**config.mk**
```make
export PLATFORM = sky130hd
export DESIGN_NAME = tenbit_i2c_rx
export DESIGN_NICKNAME = d
export VERILOG_FILES = /design/src/rtl/i2c10_pkg.sv /design/src/rtl/i2c10_line_sync.sv /design/src/rtl/i2c10_byte_shift.sv /design/src/rtl/tenbit_i2c_rx.sv
export SDC_FILE = /design/constraint.sdc
export NUM_CORES = 1
export LEC_CHECK = 0
export BUFFER_PORTS_ARGS = -buffer_cell sky130_fd_sc_hd__buf_4
export CAP_MARGIN = 20
export CORE_MARGIN = 2
export CORE_UTILIZATION = 58
export DETAILED_ROUTE_END_ITERATION = 12
export GPL_ROUTABILITY_DRIVEN = 1
export HOLD_SLACK_MARGIN = 0.05
export PLACE_DENSITY = 0.9
export SLEW_MARGIN = 5
export SYNTH_ARGS = -nofsm -noshare
export SYNTH_HDL_FRONTEND = slang
export SYNTH_SLANG_ARGS = --single-unit
```
**constraint.sdc**
```tcl
create_clock -name clk -period 3.4 [get_ports clk]
set_input_delay 1.02 -clock clk [delete_from_list [all_inputs] [get_ports clk]]
set_output_delay 1.02 -clock clk [all_outputs]
set_load 0.01 [all_outputs]
```
**src/rtl/i2c10_pkg.sv**
```systemverilog
package i2c10_pkg;
    typedef enum logic [2:0] {
        S_IDLE,
        S_SHIFT,
        S_ACK_SETUP,
        S_ACK_BIT,
        S_STRETCH,
        S_IGNORE
    } rx_state_t;

    typedef enum logic [1:0] {
        K_ADDR_HI,
        K_ADDR_LO,
        K_DATA
    } byte_kind_t;

    localparam logic [4:0] TEN_BIT_PREFIX = 5'b11110;
endpackage

```
**src/rtl/i2c10_line_sync.sv**
```systemverilog
module i2c10_line_sync #(
    parameter int STAGES = 2
) (
    input  logic clk,
    input  logic rst_n,
    input  logic scl_in,
    input  logic sda_in,
    output logic scl_s,
    output logic sda_s,
    output logic scl_rise,
    output logic scl_fall,
    output logic start_det,
    output logic stop_det
);
    logic [STAGES-1:0] scl_pipe;
    logic [STAGES-1:0] sda_pipe;
    logic              scl_prev;
    logic              sda_prev;

    always_ff @(posedge clk or negedge rst_n) begin
        if (!rst_n) begin
            scl_pipe <= '1;
            sda_pipe <= '1;
            scl_prev <= 1'b1;
            sda_prev <= 1'b1;
        end else begin
            scl_pipe <= {scl_pipe[STAGES-2:0], scl_in};
            sda_pipe <= {sda_pipe[STAGES-2:0], sda_in};
            scl_prev <= scl_s;
            sda_prev <= sda_s;
        end
    end

    assign scl_s     = scl_pipe[STAGES-1];
    assign sda_s     = sda_pipe[STAGES-1];
    assign scl_rise  = scl_s && !scl_prev;
    assign scl_fall  = !scl_s && scl_prev;
    assign start_det = scl_s && scl_prev && sda_prev && !sda_s;
    assign stop_det  = scl_s && scl_prev && !sda_prev && sda_s;
endmodule

```
**src/rtl/i2c10_byte_shift.sv**
```systemverilog
module i2c10_byte_shift #(
    parameter int W = 8
) (
    input  logic         clk,
    input  logic         rst_n,
    input  logic         clr,
    input  logic         en,
    input  logic         sample,
    input  logic         bit_in,
    output logic         byte_done,
    output logic [W-1:0] byte_val
);
    localparam int CNT_W = $clog2(W);

    logic [CNT_W-1:0] cnt;
    logic [W-1:0]     sh;

    assign byte_val  = {sh[W-2:0], bit_in};
    assign byte_done = en && sample && (cnt == CNT_W'(W-1));

    always_ff @(posedge clk or negedge rst_n) begin
        if (!rst_n) begin
            cnt <= '0;
            sh  <= '0;
        end else if (clr) begin
            cnt <= '0;
        end else if (en && sample) begin
            sh  <= byte_val;
            cnt <= byte_done ? '0 : cnt + 1'b1;
        end
    end
endmodule

```
**src/rtl/tenbit_i2c_rx.sv**
```systemverilog
module tenbit_i2c_rx
    import i2c10_pkg::*;
#(
    parameter int BYTE_W      = 8,
    parameter int SYNC_STAGES = 2
) (
    input  logic              clk,
    input  logic              rst_n,
    input  logic              scl_in,
    input  logic              sda_in,
    output logic              scl_pull,
    output logic              sda_pull,
    input  logic              stretch_en,
    input  logic              start_irq_en,
    input  logic              addr_wr,
    input  logic [BYTE_W-1:0] addr_wdata,
    output logic [BYTE_W-1:0] addr_reg,
    input  logic              buf_rd,
    output logic [BYTE_W-1:0] rx_buf,
    input  logic              clk_rel_wr,
    input  logic              irq_clr,
    output logic              start_seen,
    output logic              stop_seen,
    output logic              buf_full,
    output logic              overflow,
    output logic              upd_addr,
    output logic              clk_rel,
    output logic              irq
);
    localparam int PFX_W = $bits(TEN_BIT_PREFIX);

    rx_state_t         state, state_nx;
    byte_kind_t        kind, kind_nx;
    logic              ack_ok, ack_ok_nx;
    logic              scl_s, sda_s, scl_rise, scl_fall, start_det, stop_det;
    logic              byte_done;
    logic [BYTE_W-1:0] rx_byte;
    logic              byte_match;
    logic              ack_end, addr_wr_ok, load_buf, ovf_evt;

    i2c10_line_sync #(.STAGES(SYNC_STAGES)) u_sync (
        .clk       (clk),
        .rst_n     (rst_n),
        .scl_in    (scl_in),
        .sda_in    (sda_in),
        .scl_s     (scl_s),
        .sda_s     (sda_s),
        .scl_rise  (scl_rise),
        .scl_fall  (scl_fall),
        .start_det (start_det),
        .stop_det  (stop_det)
    );

    i2c10_byte_shift #(.W(BYTE_W)) u_shift (
        .clk       (clk),
        .rst_n     (rst_n),
        .clr       (start_det || state != S_SHIFT),
        .en        (state == S_SHIFT),
        .sample    (scl_rise),
        .bit_in    (sda_s),
        .byte_done (byte_done),
        .byte_val  (rx_byte)
    );

    // byte judgement at the eighth rising edge
    always_comb begin
        unique case (kind)
            K_ADDR_HI: byte_match = (rx_byte[BYTE_W-1 -: PFX_W] == TEN_BIT_PREFIX)
                                 && (rx_byte[BYTE_W-1:1] == addr_reg[BYTE_W-1:1])
                                 && !rx_byte[0];
            K_ADDR_LO: byte_match = (rx_byte == addr_reg);
            K_DATA:    byte_match = !buf_full;
            default:   byte_match = 1'b0;
        endcase
    end

    // next-state logic
    always_comb begin
        state_nx  = state;
        kind_nx   = kind;
        ack_ok_nx = ack_ok;
        unique case (state)
            S_IDLE: ;
            S_SHIFT: begin
                if (byte_done) begin
                    state_nx  = S_ACK_SETUP;
                    ack_ok_nx = byte_match;
                end
            end
            S_ACK_SETUP: begin
                if (scl_fall) state_nx = S_ACK_BIT;
            end
            S_ACK_BIT: begin
                if (scl_fall) begin
                    if (!ack_ok)                       state_nx = S_IGNORE;
                    else if (kind != K_DATA || stretch_en) state_nx = S_STRETCH;
                    else                               state_nx = S_SHIFT;
                end
            end
            S_STRETCH: begin
                if ((kind != K_DATA && !upd_addr) || (kind == K_DATA && clk_rel)) begin
                    state_nx = S_SHIFT;
                    kind_nx  = (kind == K_ADDR_HI) ? K_ADDR_LO : K_DATA;
                end
            end
            S_IGNORE: ;
            default: state_nx = S_IDLE;
        endcase
        if (stop_det) begin
            state_nx = S_IDLE;
        end else if (start_det) begin
            state_nx = S_SHIFT;
            kind_nx  = K_ADDR_HI;
        end
    end

    // state register
    always_ff @(posedge clk or negedge rst_n) begin
        if (!rst_n) begin
            state  <= S_IDLE;
            kind   <= K_ADDR_HI;
            ack_ok <= 1'b0;
        end else begin
            state  <= state_nx;
            kind   <= kind_nx;
            ack_ok <= ack_ok_nx;
        end
    end

    // bus outputs
    always_comb begin
        sda_pull = (state == S_ACK_BIT) && ack_ok;
        scl_pull = (state == S_STRETCH);
    end

    assign ack_end    = (state == S_ACK_BIT) && scl_fall && !start_det && !stop_det;
    assign addr_wr_ok = addr_wr && (state != S_ACK_SETUP) && (state != S_ACK_BIT);
    assign load_buf   = byte_done && (kind == K_DATA) && !buf_full;
    assign ovf_evt    = byte_done && (kind == K_DATA) && buf_full;

    // host-visible registers
    always_ff @(posedge clk or negedge rst_n) begin
        if (!rst_n) begin
            addr_reg   <= '0;
            rx_buf     <= '0;
            start_seen <= 1'b0;
            stop_seen  <= 1'b0;
            buf_full   <= 1'b0;
            overflow   <= 1'b0;
            upd_addr   <= 1'b0;
            clk_rel    <= 1'b1;
            irq        <= 1'b0;
        end else begin
            if (addr_wr_ok) addr_reg <= addr_wdata;

            if (start_det) begin
                start_seen <= 1'b1;
                stop_seen  <= 1'b0;
            end else if (stop_det) begin
                start_seen <= 1'b0;
                stop_seen  <= 1'b1;
            end

            if (buf_rd) buf_full <= 1'b0;
            if (load_buf) begin
                rx_buf   <= rx_byte;
                buf_full <= 1'b1;
            end

            if (buf_rd)  overflow <= 1'b0;
            if (ovf_evt) overflow <= 1'b1;

            if (addr_wr_ok) upd_addr <= 1'b0;
            if (ack_end && (kind == K_ADDR_LO || (kind == K_ADDR_HI && ack_ok)))
                upd_addr <= 1'b1;

            if (ack_end && ack_ok && kind == K_DATA && stretch_en) clk_rel <= 1'b0;
            else if (clk_rel_wr)                                   clk_rel <= 1'b1;

            if (irq_clr) irq <= 1'b0;
            if ((ack_end && (ack_ok || kind == K_ADDR_LO)) || (start_det && start_irq_en))
                irq <= 1'b1;
        end
    end
endmodule

```
Word-level counts from Yosys, hierarchy flattened
Cells that the tools add are included.

Bits in registers: 45. Input bits: 18. Output and inout bits: 25.

Add/sub/neg operators: 1. Equal/unequal tests: 20. Mux-type cells: 31. Bitwise operators: 1. Reductions and logical operators: 56.

Operators by type and width (count): 2-to-1 mux 3 bit (11); logical AND 1 bit (29); case mux 3 bit (5 select lines) (1); nonzero test 2 bit (7); 2-to-1 mux 1 bit (13); != test 4 bit, second input constant (3); 2-to-1 mux 2 bit (5); == test 3 bit, second input constant (3); == test 8 bit (1); logical NOT 1 bit (8); == test 7 bit (1); == test 3 x 2 -> 1 bit, second input constant (2); logical OR 1 bit (6); != test 3 x 1 -> 1 bit, second input constant (2); != test 3 x 2 -> 1 bit, second input constant (2); == test 5 bit, second input constant (1); AND reduction 5 bit (1); != test 4 x 1 -> 1 bit, second input constant (1); AND reduction 2 bit (2); adder 3 x 1 -> 3 bit, second input constant (1); == test 3 x 1 -> 1 bit, second input constant (1); logical NOT 3 bit (1); case mux 1 bit (3 select lines) (1); == test 2 x 1 -> 1 bit, second input constant (1); other kinds (5) (5).

Depth between registers and ports, before layout
Gate-level depths: netlist of run 1.

Word-level depth: 10. Mapped depth: 6. Gate-level depth less buffers: 6.

Modules after synthesis
Synthesis of run 1 repeated with hierarchy kept, for this count alone.

Cells, all modules: 164. Area total of the unflattened synthesis: 2092.0 µm².

Modules (own cells, without submodules): tenbit_i2c_rx (instances 1, cells each 121, area an instance 1393.8 µm²); i2c10_byte_shift (instances 1, cells each 33, area an instance 508.0 µm²); i2c10_line_sync (instances 1, cells each 10, area an instance 190.2 µm²).

Worst setup path after synthesis of run 1
No wires, ideal clock.

Path kind: register to output. From: register state[1]. To: output port scl_pull. Arrival time: 844 ps. Data required time: 2380 ps. Slack: 1536 ps. Cell stages (with the launch flop): 4. Cell sequence: dfrtp_1 > buf_6 > nand2b_1 > nor2_1.

Word-level cells in the longest chain between the ends: 1.

Ends and longest elaborated chain: start: declaration (line tenbit_i2c_rx.sv:32) `rx_state_t state, state_nx;`; start signal: assignment (line tenbit_i2c_rx.sv:124) `state <= state_nx;`; == test 3 bit (line tenbit_i2c_rx.sv:133) `scl_pull = (state == S_STRETCH);`; end: declaration (line tenbit_i2c_rx.sv:11) `output logic scl_pull,`.

Every way passes these cells.

Worst setup path after layout of run 1
From: register state[1]. To: output port sda_pull.

Word-level cells in the longest chain between the ends: 2.

Ends and longest elaborated chain: == test 3 x 2 -> 1 bit (line tenbit_i2c_rx.sv:132) `sda_pull = (state == S_ACK_BIT) && ack_ok;`; logical AND 1 bit (line tenbit_i2c_rx.sv:132); end: declaration (line tenbit_i2c_rx.sv:12) `output logic sda_pull,`.

Every way passes these cells.

==> flow_summary.json, run 1 <==
{
  "number_of_antenna_violations_at_the_first_check_in_global_routing": 0,
  "initial_utilization": 0.608,
  "cts_buffers": 5,
  "std_cell_rows": 21,
  "rsz0062_at_grt": "false",
  "r2r_start": "u_sync.scl_pipe[1]$_DFF_PN1_",
  "detail_route.wl_per_cell_um": 15.8,
  "capture_point_of_the_worst_path": "sda_pull",
  "cp.depth": 3,
  "dieWidth_um": 63.1,
  "critPathMaxStageDelay_ns": 0.52,
  "drive_gt1_frac": 0.392,
  "tightestPinTransition_ns": 0.733,
  "setup_crit_start": "state[1]$_DFFE_PN0P_",
  "fin_crit_ns": 2.45,
  "remaining_drc_errors": 0,
  "cts_tree": "built",
  "clkTransAtPathRegs_ns": 0.12,
  "cts.hold.buffers_added": 0,
  "synthesis.nets": 186,
  "crit_fanout": 9,
  "insertion_delay_ns": 0.35,
  "vias_per_cell": 5.75,
  "cts-resized-gates": 0,
  "number_of_instances_in_the_synthesized_netlist": 166,
  "cell_area_after_synthesis_um2": 2030,
  "max_freq_mhz": 408,
  "critical_path.n_buffers_inverters": 1,
  "reg2reg_setup_slack_ns": 1.36,
  "grt_residual_overflow": 0,
  "critical_path.cell_chain": "nor2b_1 -> and3_1 -> buf_4",
  "vias": 1466,
  "p_per_area_nw_per_um2": 460,
  "nNetsFinal": 229,
  "path_class": "reg -> out",
  "syn2layout_area_growth_pct": 19.5,
  "p_switching_mw": 0.315,
  "commonest_non_fill_non_tap_cells_in_the_layout": "buf_4 (42), dfrtp_1 (38), mux2_2 (24)",
  "critical_path_data_required_time_ns": 2.38,
  "synth.top_cell.area_share": 0.469,
  "synth.yosys.seq_area_share": 0.560,
  "finished_layout_cells": 255,
  "async_flop_share": 1.00,
  "fin_worst_skew_ns": 0.0129,
  "clockPowerShare": 0.230,
  "postRouteAntennaNets": 0,
  "design.core.area_um2": 3340,
  "synth_flop_cell": "dfrtp_1",
  "pin_count_of_the_biggest_net_entering_global_routing": 46,
  "final-setup-viol-count": 0,
  "final_common_cell": "buf_4",
  "grt_util_all_layers": 0.215,
  "peakVddDrop_mv": 0.399,
  "fillers": 236,
  "path_delay_family": "flip-flops",
  "yosys-top-cells-area": "dfrtp_1 (47%), mux2_2 (13%), dfstp_2 (9.1%), xor2_1 (3.0%), o21ai_0 (2.2%)",
  "yosysTopAreaCell": "dfrtp_1",
  "floorplan.io_pins": 43,
  "dp_wirelength_um": 2970,
  "comb_power_share": 0.163,
  "placedCellCount": 248,
  "place_congestion": 0.963,
  "clock-sinks": 45,
  "diodes": 0,
  "ctsLongestPathBuffers": 2,
  "grt_first_pass_wirelength_um": 6630,
  "critical-path-slowest-cell": "dfrtp_1",
  "drt_pre_antenna_iters": 7,
  "hold_violations": 0,
  "tns_ns": 0,
  "yosysUniqueCellTypes": 39,
  "run_status": "finished clean",
  "total_die_area_um2": 3990,
  "synth_seq_cells": 45,
  "die_y_um": 63.1,
  "cts_root_buffer": "clkbuf_4",
  "cp_launch_type": "flip-flop",
  "power.switching_fraction": 0.283,
  "seqPwrFrac": 0.607,
  "drv_cap": 0,
  "ff2ff_path_depth": 4,
  "first_iter_violations": 135,
  "synth-edff-count": 0,
  "synth_area_per_inst_um2": 12.2,
  "timing_max_transition_violations_final": 0,
  "warnings_synthesis": 0,
  "cts_htree_levels": 2,
  "power.static_leakage_nw": 1.15,
  "crit_path_end_kind": "primary output",
  "worstPathArrival_ns": 1.43,
  "period_share": 0.721,
  "timing.rr.end": "overflow$_DFFE_PN0P_",
  "port-buffer-count": 42,
  "hold_path_class": "reg -> reg",
  "drt-total-wl_um": 4040,
  "grt_pass1_vias": 1396,
  "postCtsSetupBuffers": 0,
  "slew_margin_rel": 0.508,
  "power.internal_mw": 0.799
}
## cell families after synthesis
kind of cell / synth area share
DFF: 0.560
buffers and inverters: 0.0253
xor gates and xnor gates: 0.0345
AOI/OAI and AO/OA: 0.0907
adders and majority gates: 0.0123
muxes: 0.143
and+or+nand+nor: 0.134
## power by group through the flow
stage	Sequential [mW]	Clock (mW)	Combinational [mW]
after global routing	0.689	0.290	0.197
after global placement	0.680	0	0.172
after floorplan	0.661	0	0.125
after CTS	0.675	0.263	0.184
final	0.676	0.257	0.181
after detailed placement	0.686	0	0.183
## worst min path at each step
stage | to | slack, ns | cells after the start | start
final | u_sync.scl_pipe[1]$_DFF_PN1_ | 0.36 | 0 | u_sync.scl_pipe[0]$_DFF_PN1_
after global routing | u_sync.scl_pipe[1]$_DFF_PN1_ | 0.37 | 0 | u_sync.scl_pipe[0]$_DFF_PN1_
after CTS | u_sync.sda_pipe[1]$_DFF_PN1_ | 0.36 | 0 | u_sync.sda_pipe[0]$_DFF_PN1_
after detailed placement | u_sync.scl_pipe[1]$_DFF_PN1_ | 0.35 | 0 | u_sync.scl_pipe[0]$_DFF_PN1_
after global placement | u_sync.scl_pipe[1]$_DFF_PN1_ | 0.35 | 0 | u_sync.scl_pipe[0]$_DFF_PN1_
after floorplan | u_sync.scl_pipe[1]$_DFF_PN1_ | 0.35 | 0 | u_sync.scl_pipe[0]$_DFF_PN1_
## Yosys cell counts, drive strengths merged (4+ instances only)
| cell type | number |
|---|---|
| dfstp | 7 |
| dfrtp | 38 |
| nor4 | 4 |
| xor2 | 7 |
| nand2b | 4 |
| a21oi | 7 |
| inv | 4 |
| nor2b | 5 |
| o21ai | 9 |
| nor2 | 12 |
| nand2 | 8 |
| buf | 4 |
| mux2 | 24 |
## final cells by class
type / count / area [µm²] / area share
clock buffer: 6 / 51.3 / 0.0212
clock inverter: 1 / 7.51 / 0.00310
inverter: 4 / 15.0 / 0.00620
multi-input combinational: 111 / 842 / 0.347
sequential: 45 / 1130 / 0.468
tap: 46 / 57.6 / 0.0237
timing repair buffer: 42 / 315 / 0.130
## layer usage
| layer | wire [µm] | vias up | global-route usage |
|---|---|---|---|
| met5 | 0 | - | 0 |
| met4 | 85 | 0 | 0.0750 |
| met3 | 216 | 11 | 0.0429 |
| met2 | 2070 | 61 | 0.360 |
| met1 | 1670 | 718 | 0.278 |
| li1 | - | 676 | - |
## stage by stage
step	setup slack [ns]	util	total power, mW	hold slack [ns]	instance area (µm²)
4_1_cts	0.958	0.726	1.12	0.365	2420
3_5_place_dp	1.35	0.709	0.869	0.347	2360
2_1_floorplan	1.54	-	0.786	0.345	2030
6_report	0.950	0.726	1.11	0.359	2420
3_3_place_gp	1.41	0.709	0.852	0.346	2360
5_1_grt	0.881	0.726	1.18	0.368	2420
Power figures use the tool's default switching activity.
==> run 2, diff against run 1 <==
- CORE_UTILIZATION: 58 -> 53
- PLACE_DENSITY: 0.9 -> 0.84
- clock period: 3.4 -> 2.4 ns (I/O delays scaled with it)
==> flow_summary.json, run 2 (same netlist as run 1, synthesis figures left out) <==
{
  "first_iter_violations": 174,
  "worstPathArrival_ns": 1.39,
  "grt_residual_overflow": 0,
  "critical_path_data_required_time_ns": 1.68,
  "drt_pre_antenna_iters": 4,
  "grt_pass1_vias": 1540,
  "post_place_setup_slack_ns": 0.591,
  "total_die_area_um2": 4340,
  "holdPathStages": 0,
  "ff2ff_path_depth": 4,
  "fin_worst_skew_ns": 0.00695,
  "whs_ns": 0.357,
  "postRouteAntennaNets": 0,
  "diodes": 0,
  "slew_margin_rel": 0.602,
  "max_freq_mhz": 474,
  "run_status": "finished clean",
  "setup_crit_start": "state[1]$_DFFE_PN0P_",
  "drt-total-wl_um": 4240,
  "r2r_start": "u_sync.scl_pipe[1]$_DFF_PN1_",
  "grt_first_pass_wirelength_um": 7090,
  "place_congestion": 0.868,
  "cp_launch_type": "flip-flop",
  "detail_route.wl_per_cell_um": 16.3,
  "vias_per_cell": 5.71,
  "crit_fanout": 9,
  "dieWidth_um": 65.9,
  "finished_layout_cells": 260,
  "remaining_drc_errors": 0,
  "initial_utilization": 0.554,
  "syn2layout_area_growth_pct": 21.9,
  "p_total_mw": 1.70,
  "fin_util": 0.675,
  "die_y_um": 65.9,
  "pin_count_of_the_biggest_net_entering_global_routing": 46,
  "ctsLongestPathBuffers": 2,
  "cts_htree_levels": 2,
  "dp_wirelength_um": 3120,
  "critical_hold_path_startpoint": "u_sync.sda_pipe[0]$_DFF_PN1_",
  "hold_path_class": "reg -> reg",
  "insertion_delay_ns": 0.29,
  "clock-sinks": 45,
  "timing_max_transition_violations_final": 0,
  "number_of_antenna_violations_at_the_first_check_in_global_routing": 0,
  "final-setup-viol-count": 0,
  "path_class": "reg -> out",
  "hold-path-endpoint": "u_sync.sda_pipe[1]$_DFF_PN1_",
  "vias": 1484,
  "grt_util_all_layers": 0.221,
  "cts_tree": "built",
  "nNetsFinal": 231,
  "power.static_leakage_nw": 1.18,
  "final_common_cell": "buf_4",
  "peakVddDrop_mv": 0.490,
  "period_share": 0.880,
  "drv_cap": 0,
  "reg2reg_setup_slack_ns": 0.58,
  "post_dp_cell_area_um2": 2380,
  "commonest_non_fill_non_tap_cells_in_the_layout": "buf_4 (44), dfrtp_1 (38), mux2_2 (24)",
  "port-buffer-count": 42,
  "postCtsSetupBuffers": 0,
  "p_per_area_nw_per_um2": 687,
  "crit_path_end_kind": "primary output",
  "fin_crit_ns": 2.11,
  "design.core.area_um2": 3660,
  "timing.rr.end": "rx_buf[4]$_DFFE_PN0P_",
  "drive_gt1_frac": 0.392,
  "hold_violations": 0,
  "clkTransAtPathRegs_ns": 0.08,
  "tns_ns": 0,
  "std_cell_rows": 22,
  "rsz0062_at_grt": "false",
  "cts.hold.buffers_added": 0,
  "cts_buffers": 5,
  "tightestPinTransition_ns": 0.592,
  "floorplan.io_pins": 43,
  "placedCellCount": 252,
  "final_area_um2": 2470,
  "cts-resized-gates": 0,
  "cts_root_buffer": "clkbuf_8",
  "post-route-worst-setup-slack_ns": 0.289
}
==> run 2: changes by cell type in the layout (fill, tap and decap cells not counted) <==
cell	change
buf_4	+2
clkbuf_1	+2
clkbuf_4	-5
clkbuf_8	+5
clkinvlp_4	-1
==> run 2: report_power, final <==
group          switching [mW]  internal, mW
registers               0.119         0.846
logic                   0.110         0.150
clock network           0.238         0.235
total                   0.467          1.23
==> run 2: cell type report <==
type                    count  area [µm²]
flip-flops and latches     45        1130
inverters                   4        15.0
well taps                  48        60.1
multi-input cells         111         842
clock buffers               8        90.1
repair buffers             44         330
fillers                   265        1190
==> run 2: how the worst max path moves through the flow <==
stage	endpoint	slack [ns]	depth (start not counted)
2_1_floorplan	rx_buf[0]$_DFFE_PN0P_	0.71	4
3_3_place_gp	rx_buf[4]$_DFFE_PN0P_	0.68	4
3_5_place_dp	rx_buf[3]$_DFFE_PN0P_	0.59	4
4_1_cts	sda_pull	0.30	3
5_1_grt	sda_pull	0.23	3
6_report	sda_pull	0.29	3
==> run 2: metal layers <==
layer / wire length (µm) / vias up / share of wire / global-route usage
li1: - / 682 / - / -
met1: 1870 / 736 / 0.44 / 0.281
met2: 2080 / 55 / 0.49 / 0.362
met3: 209 / 11 / 0.049 / 0.0579
met4: 79 / 0 / 0.019 / 0.0833
met5: 0 / - / 0 / 0
==> run 2: worst max-delay path, stage by stage (launching register included) <==
cell and delay [ns]:
dfrtp_1 0.51, nor2b_1 0.28, and3_1 0.19, buf_4 0.11
